`src/rtl/spi_burst_pkg.sv`:
```
package spi_burst_pkg;
  typedef enum logic [1:0] {ENG_IDLE, ENG_LOAD, ENG_SHIFT} eng_state_e;

  localparam logic [2:0] A_DATA  = 3'd0;
  localparam logic [2:0] A_CTRL  = 3'd1;
  localparam logic [2:0] A_IEN   = 3'd2;
  localparam logic [2:0] A_ISTAT = 3'd3;
  localparam logic [2:0] A_BURST = 3'd4;
  localparam logic [2:0] A_TXLEN = 3'd5;
  localparam logic [2:0] A_LEVEL = 3'd6;

  localparam int B_CPHA    = 2;
  localparam int B_CPOL    = 3;
  localparam int B_LSB     = 6;
  localparam int B_TXFLUSH = 8;
  localparam int B_RXFLUSH = 9;
  localparam int B_GO      = 10;
  localparam int B_DROP    = 15;
  localparam int B_DONE    = 16;
  localparam int B_TXLVL   = 16;
endpackage

```
`src/rtl/spi_byte_fifo.sv`:
```
module spi_byte_fifo #(
  parameter int DEPTH = 64,
  parameter int W     = 8,
  localparam int AW   = $clog2(DEPTH),
  localparam int LW   = AW + 1
) (
  input  logic          clk,
  input  logic          rst_n,
  input  logic          flush,
  input  logic          push,
  input  logic [W-1:0]  push_data,
  input  logic          pop,
  output logic [W-1:0]  pop_data,
  output logic [LW-1:0] level,
  output logic          empty,
  output logic          full
);
  logic [W-1:0]  mem [DEPTH];
  logic [AW-1:0] wptr, wptr_d, rptr, rptr_d;
  logic [LW-1:0] level_d;
  logic          do_push, do_pop;

  assign empty   = (level == '0);
  assign full    = (level == LW'(DEPTH));
  assign do_push = push && !full;
  assign do_pop  = pop && !empty;
  assign pop_data = mem[rptr];

  always_comb begin
    wptr_d  = wptr;
    rptr_d  = rptr;
    level_d = level;
    if (flush) begin
      wptr_d  = '0;
      rptr_d  = '0;
      level_d = '0;
    end else begin
      if (do_push) wptr_d = wptr + AW'(1);
      if (do_pop)  rptr_d = rptr + AW'(1);
      level_d = level + LW'(do_push) - LW'(do_pop);
    end
  end

  always_ff @(posedge clk or negedge rst_n) begin
    if (!rst_n) begin
      wptr  <= '0;
      rptr  <= '0;
      level <= '0;
    end else begin
      wptr  <= wptr_d;
      rptr  <= rptr_d;
      level <= level_d;
    end
  end

  always_ff @(posedge clk) begin
    if (do_push && !flush) mem[wptr] <= push_data;
  end

  p_no_overflow_r2: assert property (@(posedge clk) disable iff (!rst_n)
    (push && full && !pop && !flush) |=> (level == $past(level)));
  p_level_bound_r2: assert property (@(posedge clk) disable iff (!rst_n)
    level <= LW'(DEPTH));
endmodule

```
`src/rtl/spi_shift_core.sv`:
```
module spi_shift_core
  import spi_burst_pkg::*;
#(
  parameter int CNT_W = 24
) (
  input  logic             clk,
  input  logic             rst_n,
  input  logic             start,
  input  logic [CNT_W-1:0] burst_len,
  input  logic [CNT_W-1:0] tx_len,
  input  logic             cpol,
  input  logic             cpha,
  input  logic             lsb_first,
  input  logic             drop_rx,
  input  logic             sclk_tick,
  input  logic             tx_empty,
  input  logic [7:0]       tx_data,
  output logic             tx_pop,
  output logic             rx_push,
  output logic [7:0]       rx_data,
  output logic             done,
  output logic             busy,
  output logic             sclk,
  output logic             mosi,
  input  logic             miso
);
  eng_state_e       st, st_d;
  logic [3:0]       ph, ph_d, ph_m1;
  logic [CNT_W-1:0] left, left_d, owed, owed_d;
  logic [7:0]       txb, txb_d, rxb, rxb_d, rxb_n;
  logic [2:0]       oidx, obit, sbit;
  logic             shifting, sample;

  assign shifting = (st == ENG_SHIFT);
  assign busy     = (st != ENG_IDLE);
  assign ph_m1    = ph - 4'd1;
  assign oidx     = cpha ? ((ph == 4'd0) ? 3'd0 : ph_m1[3:1]) : ph[3:1];
  assign obit     = lsb_first ? oidx : 3'd7 - oidx;
  assign sbit     = lsb_first ? ph[3:1] : 3'd7 - ph[3:1];
  assign sample   = shifting && sclk_tick && (ph[0] == cpha);
  assign sclk     = shifting ? (cpol ^ ph[0]) : cpol;
  assign mosi     = shifting ? txb[obit] : 1'b0;
  assign rx_data  = rxb_n;

  always_comb begin
    rxb_n = rxb;
    if (sample) rxb_n[sbit] = miso;
  end

  always_comb begin
    st_d    = st;
    ph_d    = ph;
    left_d  = left;
    owed_d  = owed;
    txb_d   = txb;
    rxb_d   = rxb;
    tx_pop  = 1'b0;
    rx_push = 1'b0;
    done    = 1'b0;
    unique case (st)
      ENG_IDLE: if (start) begin
        left_d = burst_len;
        owed_d = tx_len;
        st_d   = ENG_LOAD;
      end
      ENG_LOAD: begin
        if (left == '0) begin
          done = 1'b1;
          st_d = ENG_IDLE;
        end else if (owed != '0) begin
          if (!tx_empty) begin
            tx_pop = 1'b1;
            txb_d  = tx_data;
            owed_d = owed - CNT_W'(1);
            ph_d   = 4'd0;
            rxb_d  = 8'h00;
            st_d   = ENG_SHIFT;
          end
        end else begin
          txb_d = 8'h00;
          ph_d  = 4'd0;
          rxb_d = 8'h00;
          st_d  = ENG_SHIFT;
        end
      end
      ENG_SHIFT: begin
        rxb_d = rxb_n;
        if (sclk_tick) begin
          ph_d = ph + 4'd1;
          if (ph == 4'd15) begin
            left_d  = left - CNT_W'(1);
            rx_push = !drop_rx;
            if (left == CNT_W'(1)) begin
              done = 1'b1;
              st_d = ENG_IDLE;
            end else begin
              st_d = ENG_LOAD;
            end
          end
        end
      end
      default: st_d = ENG_IDLE;
    endcase
  end

  always_ff @(posedge clk or negedge rst_n) begin
    if (!rst_n) begin
      st   <= ENG_IDLE;
      ph   <= '0;
      left <= '0;
      owed <= '0;
      txb  <= '0;
      rxb  <= '0;
    end else begin
      st   <= st_d;
      ph   <= ph_d;
      left <= left_d;
      owed <= owed_d;
      txb  <= txb_d;
      rxb  <= rxb_d;
    end
  end

  // serial clock moves only after a phase enable
  p_sclk_on_tick_r7: assert property (@(posedge clk) disable iff (!rst_n)
    (busy && $past(busy) && $stable(cpol) && !$stable(sclk)) |-> $past(sclk_tick));
  p_stall_idle_r6: assert property (@(posedge clk) disable iff (!rst_n)
    (st == ENG_LOAD && left != '0 && owed != '0 && tx_empty) |=>
    (st == ENG_LOAD && sclk == cpol));
  p_pop_in_budget_r5: assert property (@(posedge clk) disable iff (!rst_n)
    tx_pop |-> (owed != '0 && !tx_empty));
endmodule

```
`src/rtl/spi_burst_engine.sv`:
```
module spi_burst_engine
  import spi_burst_pkg::*;
#(
  parameter int FIFO_DEPTH = 64,
  parameter int CNT_W      = 24,
  localparam int LVL_W     = $clog2(FIFO_DEPTH) + 1
) (
  input  logic        clk,
  input  logic        rst_n,
  input  logic        reg_wr,
  input  logic        reg_rd,
  input  logic [2:0]  reg_addr,
  input  logic [31:0] reg_wdata,
  output logic [31:0] reg_rdata,
  input  logic        sclk_tick,
  output logic        sclk,
  output logic        mosi,
  input  logic        miso,
  output logic        irq
);
  logic             cpha_q, cpol_q, lsb_q, drop_q, go_q, ien_q, done_flag_q;
  logic             cpha_d, cpol_d, lsb_d, drop_d, go_d, ien_d, done_flag_d;
  logic [CNT_W-1:0] burst_q, burst_d, txlen_q, txlen_d;
  logic             wr_ctrl, start, tx_flush, rx_flush, tx_push, rx_pop;
  logic             tx_pop, rx_push, done, busy, tx_empty;
  logic [7:0]       tx_head, rx_head, rx_byte;
  logic [LVL_W-1:0] tx_lvl, rx_lvl;
  logic             unused_bits;

  assign unused_bits = ^{reg_wdata, busy};
  assign wr_ctrl  = reg_wr && (reg_addr == A_CTRL);
  assign start    = wr_ctrl && reg_wdata[B_GO] && !go_q;
  assign tx_flush = wr_ctrl && reg_wdata[B_TXFLUSH];
  assign rx_flush = wr_ctrl && reg_wdata[B_RXFLUSH];
  assign tx_push  = reg_wr && (reg_addr == A_DATA);
  assign rx_pop   = reg_rd && (reg_addr == A_DATA);
  assign irq      = done_flag_q && ien_q;

  always_comb begin
    cpha_d = cpha_q; cpol_d = cpol_q; lsb_d = lsb_q; drop_d = drop_q;
    go_d = go_q; ien_d = ien_q; done_flag_d = done_flag_q;
    burst_d = burst_q; txlen_d = txlen_q;
    if (wr_ctrl) begin
      cpha_d = reg_wdata[B_CPHA];
      cpol_d = reg_wdata[B_CPOL];
      lsb_d  = reg_wdata[B_LSB];
      drop_d = reg_wdata[B_DROP];
    end
    if (start) go_d = 1'b1;
    if (done)  go_d = 1'b0;
    if (reg_wr && reg_addr == A_IEN)   ien_d = reg_wdata[B_DONE];
    if (reg_wr && reg_addr == A_BURST) burst_d = reg_wdata[CNT_W-1:0];
    if (reg_wr && reg_addr == A_TXLEN) txlen_d = reg_wdata[CNT_W-1:0];
    if (reg_wr && reg_addr == A_ISTAT && reg_wdata[B_DONE]) done_flag_d = 1'b0;
    if (done) done_flag_d = 1'b1;
  end

  always_ff @(posedge clk or negedge rst_n) begin
    if (!rst_n) begin
      cpha_q <= 1'b0; cpol_q <= 1'b0; lsb_q <= 1'b0; drop_q <= 1'b0;
      go_q <= 1'b0; ien_q <= 1'b0; done_flag_q <= 1'b0;
      burst_q <= '0; txlen_q <= '0;
    end else begin
      cpha_q <= cpha_d; cpol_q <= cpol_d; lsb_q <= lsb_d; drop_q <= drop_d;
      go_q <= go_d; ien_q <= ien_d; done_flag_q <= done_flag_d;
      burst_q <= burst_d; txlen_q <= txlen_d;
    end
  end

  always_comb begin
    reg_rdata = '0;
    unique case (reg_addr)
      A_DATA:  reg_rdata[7:0] = rx_head;
      A_CTRL: begin
        reg_rdata[B_CPHA] = cpha_q;
        reg_rdata[B_CPOL] = cpol_q;
        reg_rdata[B_LSB]  = lsb_q;
        reg_rdata[B_GO]   = go_q;
        reg_rdata[B_DROP] = drop_q;
      end
      A_IEN:   reg_rdata[B_DONE] = ien_q;
      A_ISTAT: reg_rdata[B_DONE] = done_flag_q;
      A_BURST: reg_rdata[CNT_W-1:0] = burst_q;
      A_TXLEN: reg_rdata[CNT_W-1:0] = txlen_q;
      A_LEVEL: begin
        reg_rdata[LVL_W-1:0]        = rx_lvl;
        reg_rdata[B_TXLVL +: LVL_W] = tx_lvl;
      end
      default: reg_rdata = '0;
    endcase
  end

  spi_byte_fifo #(.DEPTH(FIFO_DEPTH), .W(8)) u_txq (
    .clk(clk), .rst_n(rst_n), .flush(tx_flush),
    .push(tx_push), .push_data(reg_wdata[7:0]),
    .pop(tx_pop), .pop_data(tx_head),
    .level(tx_lvl), .empty(tx_empty), .full()
  );

  spi_byte_fifo #(.DEPTH(FIFO_DEPTH), .W(8)) u_rxq (
    .clk(clk), .rst_n(rst_n), .flush(rx_flush),
    .push(rx_push), .push_data(rx_byte),
    .pop(rx_pop), .pop_data(rx_head),
    .level(rx_lvl), .empty(), .full()
  );

  spi_shift_core #(.CNT_W(CNT_W)) u_core (
    .clk(clk), .rst_n(rst_n), .start(start),
    .burst_len(burst_q), .tx_len(txlen_q),
    .cpol(cpol_q), .cpha(cpha_q), .lsb_first(lsb_q), .drop_rx(drop_q),
    .sclk_tick(sclk_tick), .tx_empty(tx_empty), .tx_data(tx_head),
    .tx_pop(tx_pop), .rx_push(rx_push), .rx_data(rx_byte),
    .done(done), .busy(busy), .sclk(sclk), .mosi(mosi), .miso(miso)
  );

  p_done_flag_r9: assert property (@(posedge clk) disable iff (!rst_n)
    (done && !(reg_wr && reg_addr == A_ISTAT)) |=> (done_flag_q && !go_q));
  p_irq_gate_r10: assert property (@(posedge clk) disable iff (!rst_n)
    irq |-> (ien_q && done_flag_q));
  p_drop_rx_r8: assert property (@(posedge clk) disable iff (!rst_n)
    (drop_q && !tx_push) |=> (rx_lvl <= $past(rx_lvl)));
  p_idle_sclk_r4: assert property (@(posedge clk) disable iff (!rst_n)
    (!go_q && !busy) |-> (sclk == cpol_q));
endmodule

```
`config.mk`:
```
export PLATFORM = sky130hd
export DESIGN_NAME = spi_burst_engine
export DESIGN_NICKNAME = d
export VERILOG_FILES = /design/src/rtl/spi_burst_pkg.sv /design/src/rtl/spi_byte_fifo.sv /design/src/rtl/spi_shift_core.sv /design/src/rtl/spi_burst_engine.sv
export SDC_FILE = /design/constraint.sdc
export NUM_CORES = 2
export LEC_CHECK = 0
export BUFFER_PORTS_ARGS = -buffer_cell sky130_fd_sc_hd__buf_2
export CORE_MARGIN = 2
export CORE_UTILIZATION = 45
export DETAILED_ROUTE_END_ITERATION = 8
export HOLD_SLACK_MARGIN = 0.15
export MAX_ROUTING_LAYER = met4
export SYNTH_ARGS = -nofsm -noshare
export SYNTH_HDL_FRONTEND = slang
export SYNTH_HIERARCHICAL = 1
export SYNTH_SLANG_ARGS = --single-unit
```
`constraint.sdc`:
```
create_clock -name clk -period 9.1 [get_ports clk]
set_input_delay 0.91 -clock clk [delete_from_list [all_inputs] [get_ports clk]]
set_output_delay 0.91 -clock clk [all_outputs]
set_load 0.005 [all_outputs]
```
# --- Word-level counts from Yosys, hierarchy flattened ---
# Memories as Yosys holds them, arrays and structs flattened.
# Index checks and enable logic that the tools add are counted.
word_totals:
  ff_bits: 163
  ramBits: 1024
  in_bits: 41
  memories: 2
memory_table:
  columns: ["memory", "words", "width", "rd", "rd_clocked_by_memory_dff", "write_ports", "line", "rtl"]
  rows:
  - ["u_rxq.mem", 64, 8, 1, 0, 1, "spi_byte_fifo.sv:18", "logic [W-1:0] mem [DEPTH];"]
  - ["u_txq.mem", 64, 8, 1, 0, 1, "spi_byte_fifo.sv:18", null]
op_classes:
  add_sub_neg: 14
  n_lt_le_gt_ge: 3
  n_eq_ne: 22
  mux: 82
  bitwise_logic: 2
  reduce_logical: 52
op_table:
  columns: ["operator", "n"]
  rows:
  - ["2-to-1 mux 24 bit", 7]
  - ["one-hot mux 24 bit (2 select lines)", 2]
  - ["2-to-1 mux 6 bit", 8]
  - ["2-to-1 mux 8 bit", 6]
  - ["subtractor 24 x 1 -> 24 bit, second input constant", 2]
  - ["adder 6 x 1 -> 6 bit, second input constant", 4]
  - ["equality test 24 x 1 -> 1 bit, second input constant", 1]
  - ["logical NOT 24 bit", 1]
  - ["2-to-1 mux 1 bit", 24]
  - ["nonzero test 24 bit", 1]
  - ["logical AND 1 bit", 22]
  - ["one-hot mux 6 bit (3 select lines)", 1]
  - ["nonzero test 2 bit", 9]
  - ["2-to-1 mux 4 bit", 4]
  - ["one-hot mux 2 bit (4 select lines)", 2]
  - ["one-hot mux 4 bit (2 select lines)", 2]
  - ["one-hot mux 8 bit (2 select lines)", 1]
  - ["adder 7 x 1 -> 7 bit", 2]
  - ["equality test 7 bit, second input constant", 2]
  - ["logical NOT 7 bit", 2]
  - ["2-to-1 mux 7 bit", 2]
  - ["subtractor 7 x 1 -> 7 bit", 2]
  - ["2-to-1 mux 2 bit", 6]
  - ["2-to-1 mux 3 bit", 4]
  - ["other kinds (34)", 58]

# --- Longest topological paths before layout ---
depth:
  ltp_word: 9
  depth_mapped: 20
  ltp_nobuf: 17

# --- Hierarchy ---
# Netlist, hierarchy kept.
modules_own_cells:
  columns: ["mod", "instances", "cells_per_inst", "area_per_inst_um2"]
  rows:
  - ["spi_byte_fifo", 2, 1098, 21065.2]
  - ["spi_shift_core", 1, 587, 4991.0]
  - ["spi_burst_engine", 1, 241, 2992.9]

# --- Least setup slack after synthesis ---
# Ideal clock, no wire load.
synth_timing:
  kind: "input -> register"
  from: "in sclk_tick"
  to: "mem u_rxq.mem[0][7], data pin"
  arrival_ns: 4.232
  required_time_ns: 8.368
  path_slack_ns: 4.136
  stages: 5
  cell_sequence: "and2_1 > buf_1 > nand4_1 > o22ai_1 > a211oi_1"
synth_via:
  elab_chain_cells: 3
synth_lines:
  columns: ["element", "line", "rtl"]
  rows:
  - ["start, declared", "spi_burst_engine.sv:15", "input logic sclk_tick,"]
  - ["logical AND 1 bit (2 in a row)", "spi_shift_core.sv:40", "assign sample = shifting && sclk_tick && (ph[0] == cpha);"]
  - ["2-to-1 mux 8 bit", "spi_shift_core.sv:47", "if (sample) rxb_n[sbit] = miso;"]
  - ["via rx_byte[7]", "spi_burst_engine.sv:26", "logic [7:0] tx_head, rx_head, rx_byte;"]
  - ["end, declared", "spi_byte_fifo.sv:18", null]
# The timed path passes the listed nets, and every way through them passes these cells.

# --- Worst setup path in the final report ---
layout_timing:
  from: "reg u_rxq.rptr[1]"
  to: "out reg_rdata[7]"
layout_via:
  elab_chain_cells: 2
layout_lines:
  columns: ["element", "line", "rtl"]
  rows:
  - ["start, declared", "spi_byte_fifo.sv:19", "logic [AW-1:0] wptr, wptr_d, rptr, rptr_d;"]
  - ["start signal, assigned", "spi_byte_fifo.sv:51", "rptr <= rptr_d;"]
  - ["memory (64 x 8 bit)", null, null]
  - ["via rx_head[7]", "spi_burst_engine.sv:26", null]
  - ["one-hot mux 1 bit (3 select lines)", "spi_burst_engine.sv:72", "unique case (reg_addr)"]
  - ["end, declared", "spi_burst_engine.sv:14", "output logic [31:0] reg_rdata,"]
# The timed path passes the listed nets, and every way through them passes these cells.

==> impl_metrics.yaml <==
global_routing:
  grt_max_degree: 90
  grt-ovfl-total: 0
  met3_usage_pct: 2.684
  antenna_found_initial: 0
  use_met2_pct: 35.10
  grt_pass1_vias: 27730
  grtUsageTotal_pct: 21.61
  grt.met1_usage_pct: 28.67
  top_usage_layer: "met2"
  grt_pass1_wl_um: 178400
power_and_ir_drop:
  power_density_nw_per_um2: 276.1
  switchingPower_mw: 4.738
  swShare_pct: 30.90
  leakage_nw: 18.87
  peakVddDrop_mv: 0.1702
  p_seq_share_pct: 43.6
  clkPwrFrac_pct: 31.2
  p_int_mw: 10.60
  combinationalPowerShare_pct: 25.3
critical_path:
  reg2reg_depth: 18
  cp-start-kind: "flip-flop"
  r2r_slack_ps: 4440
  critPathArrivalTime_ps: 5050
  critPathBufInv: 2
  cp.required_ps: 8190
  endpoint: "reg_rdata[7]"
  startpoint: "u_rxq/rptr[1]$_DFFE_PN0P_"
  path_max_fanout: 89
  path_cells: "buf_12, mux4_2, a2111oi_0, a22oi_1, o211a_1, mux2i_1, o21a_1, nor2_1, buf_2"
  rr_startpoint: "u_core/st[1]$_DFFE_PN0P_"
  crit_type: "reg2out"
  rr_endpoint: "u_txq/level[6]$_DFF_PN0_"
  crit_path_top_delay_cell: "dfrtp_4"
  end_kind: "primary output"
  crit_family: "compound AO/OA/AOI/OAI gates"
  path_depth: 9
  critical-path-max-stage-delay_ps: 1030
placed_design:
  io_buffer_count: 59
  dp_hpwl_um: 73300
  place_inst: 4435
  globalplace.congestion: 0.8921
final_layout:
  fin_nets: 3146
  nFillCells: 9047
  post_layout_nonfiller_instances: 4663
  syn2layout_area_growth_pct: 10.85
  drive_gt1_share_pct: 17.61
  n_antenna_cell: 0
clock_tree:
  cts_tree: "done"
  h-tree-depth: 3
  cts_buffer_depth: 3
  post_cts_buffers: 0
  postCtsHoldBufs: 0
  cts-root-buf: "clkbuf_16"
  cts_buffers: 120
  clk_latency_ps: 710
  cts_sinks: 1187
  clk_pin_slew_ps: 60
  post_cts_resize_count: 0
sta:
  clock_skew_ps: 51.37
  rsz0062_at_grt: "false"
  min_period_over_period_pct: 65.50
  fmax_ghz: 0.1678
  holdWs_ps: 173.0
  worst_slew_pin_slew_ps: 1434
  finalMaxSlewViolations: 0
  slew_headroom_pct: 4.203
  timing.setup.tns_ps: 0
  setup_viol: 0
  hold_viol_final: 0
  min_period_ps: 5960
logic_synthesis:
  syn_area_um2: 50110
  ys_warn_count: 6
  synth_cells: 3022
  synth_area_per_cell_um2: 16.58
floorplan:
  rows: 122
  core_area_um2: 110500
  fp.dieH_um: 337.7
  io_pins: 76
  die_width_um: 337.7
  dieArea_um2: 114000
  initial_core_util_pct: 45.34
drt:
  drc: 0
  first_pass_iters: 5
  drt-wirelength-per-cell_um: 25.59
  drt-initial-drc-count: 2608
  totalWireLength_um: 119300
  drtAntennaViolNets: 0
  via_per_inst: 5.909
  via_count: 27550
flow_run:
  maxCapViolCount: 0
hold_path:
  hp-class: "in2async"
run_status:
  status: "finished clean"
-- worst reg2reg max path: stages (launching register included) --
cell,delay [ps]
dfrtp_1,420
inv_1,100
ha_1,150
buf_4,370
inv_2,320
nor4_2,330
buf_4,250
nor2b_1,650
ha_1,370
inv_1,60
ha_1,160
inv_1,60
fa_1,420
nand2b_1,160
a21oi_1,170
o21ai_0,140
a21oi_1,220
o21ai_0,130
a21oi_1,140
-- metal layers --
layer  part of all wire, %  vias to the layer above
met4                   2.9                        0
met3                   5.8                      199
li1                      -                    12130
met2                    50                      974
met5                     0                        -
met1                    41                    14250
-- stage by stage --
step                worst slack (ps)  utilization, %  area, µm²  power (mW)
finish                          3140           50.26      55540       15.34
global route                    3032           50.26      55540       16.00
CTS                             3115           50.26      55540       15.46
detailed placement              3904           46.76      51680       10.66
global placement                3876           46.76      51680       10.55
floorplan                       4136               -      50130       9.538
-- cells in the final DEF, fill, tap and decap left out, drive strengths merged, types with 10 or more instances in the layout --
master and n:
edfxtp 1024, nor2 247, mux2i 232, mux4 173, dfrtp 163, clkbuf 161, nand2 111, buf 100
a21oi 86, o21ai 72, o22ai 70, mux2 70, clkinv 53, nand3 47, inv 43, a22oi 36
a211oi 35, ha 34, a221oi 29, nor3 28, nor2b 23, or3 20, nand4 19, o221ai 18
nor4 18, nand2b 17, a22o 17, xor2 17, and3 17, xnor2 16, a2111oi 16, and2 13
or2 13, bufinv 10, o211a 10, o311ai 10
-- state kept, by name, summed over array words and instances (netlist names), 2 cells and up --
register,cells
u_rxq/mem,512
u_txq/mem,512
burst_q,24
txlen_q,24
u_core/left,24
u_core/owed,24
u_core/rxb,8
u_core/txb,8
u_rxq/level,7
u_txq/level,7
u_rxq/rptr,6
u_rxq/wptr,6
u_txq/rptr,6
u_txq/wptr,6
u_core/ph,4
u_core/st,2
-- final cells by class --
class	count	area, µm²	share of cell area (%)
inverter	41	153.9	0.2771
tap	1488	1862	3.352
clock inverter	67	659.4	1.187
sequential	1187	34840	62.73
multi-input combinational	1619	14180	25.53
timing repair buffer	100	634.4	1.142
clock buffer	161	3209	5.778
-- power groups by stage --
stage,combinational [mW],clock (mW),sequential [mW]
after floorplan,3.06,0,6.47
after global placement,3.78,0,6.77
after detailed placement,3.87,0,6.79
after CTS,3.89,4.89,6.68
after global routing,4.17,5.10,6.73
final,3.87,4.78,6.68
-- how the worst min path moves through the flow --
stage | start | endpoint | slack [ps] | cells past startpoint
floorplan | done_flag_q$_DFFE_PN0P_ | done_flag_q$_DFFE_PN0P_ | 460 | 1
global placement | done_flag_q$_DFFE_PN0P_ | done_flag_q$_DFFE_PN0P_ | 480 | 1
detailed placement | u_core/txb[5]$_DFFE_PN0P_ | u_core/txb[5]$_DFFE_PN0P_ | 490 | 1
CTS | rst_n | u_core/txb[4]$_DFFE_PN0P_ | 150 | 1
global route | rst_n | u_core/txb[4]$_DFFE_PN0P_ | 200 | 1
finish | rst_n | u_core/txb[4]$_DFFE_PN0P_ | 170 | 1
No activity file was read; power rests on OpenSTA's default activity.
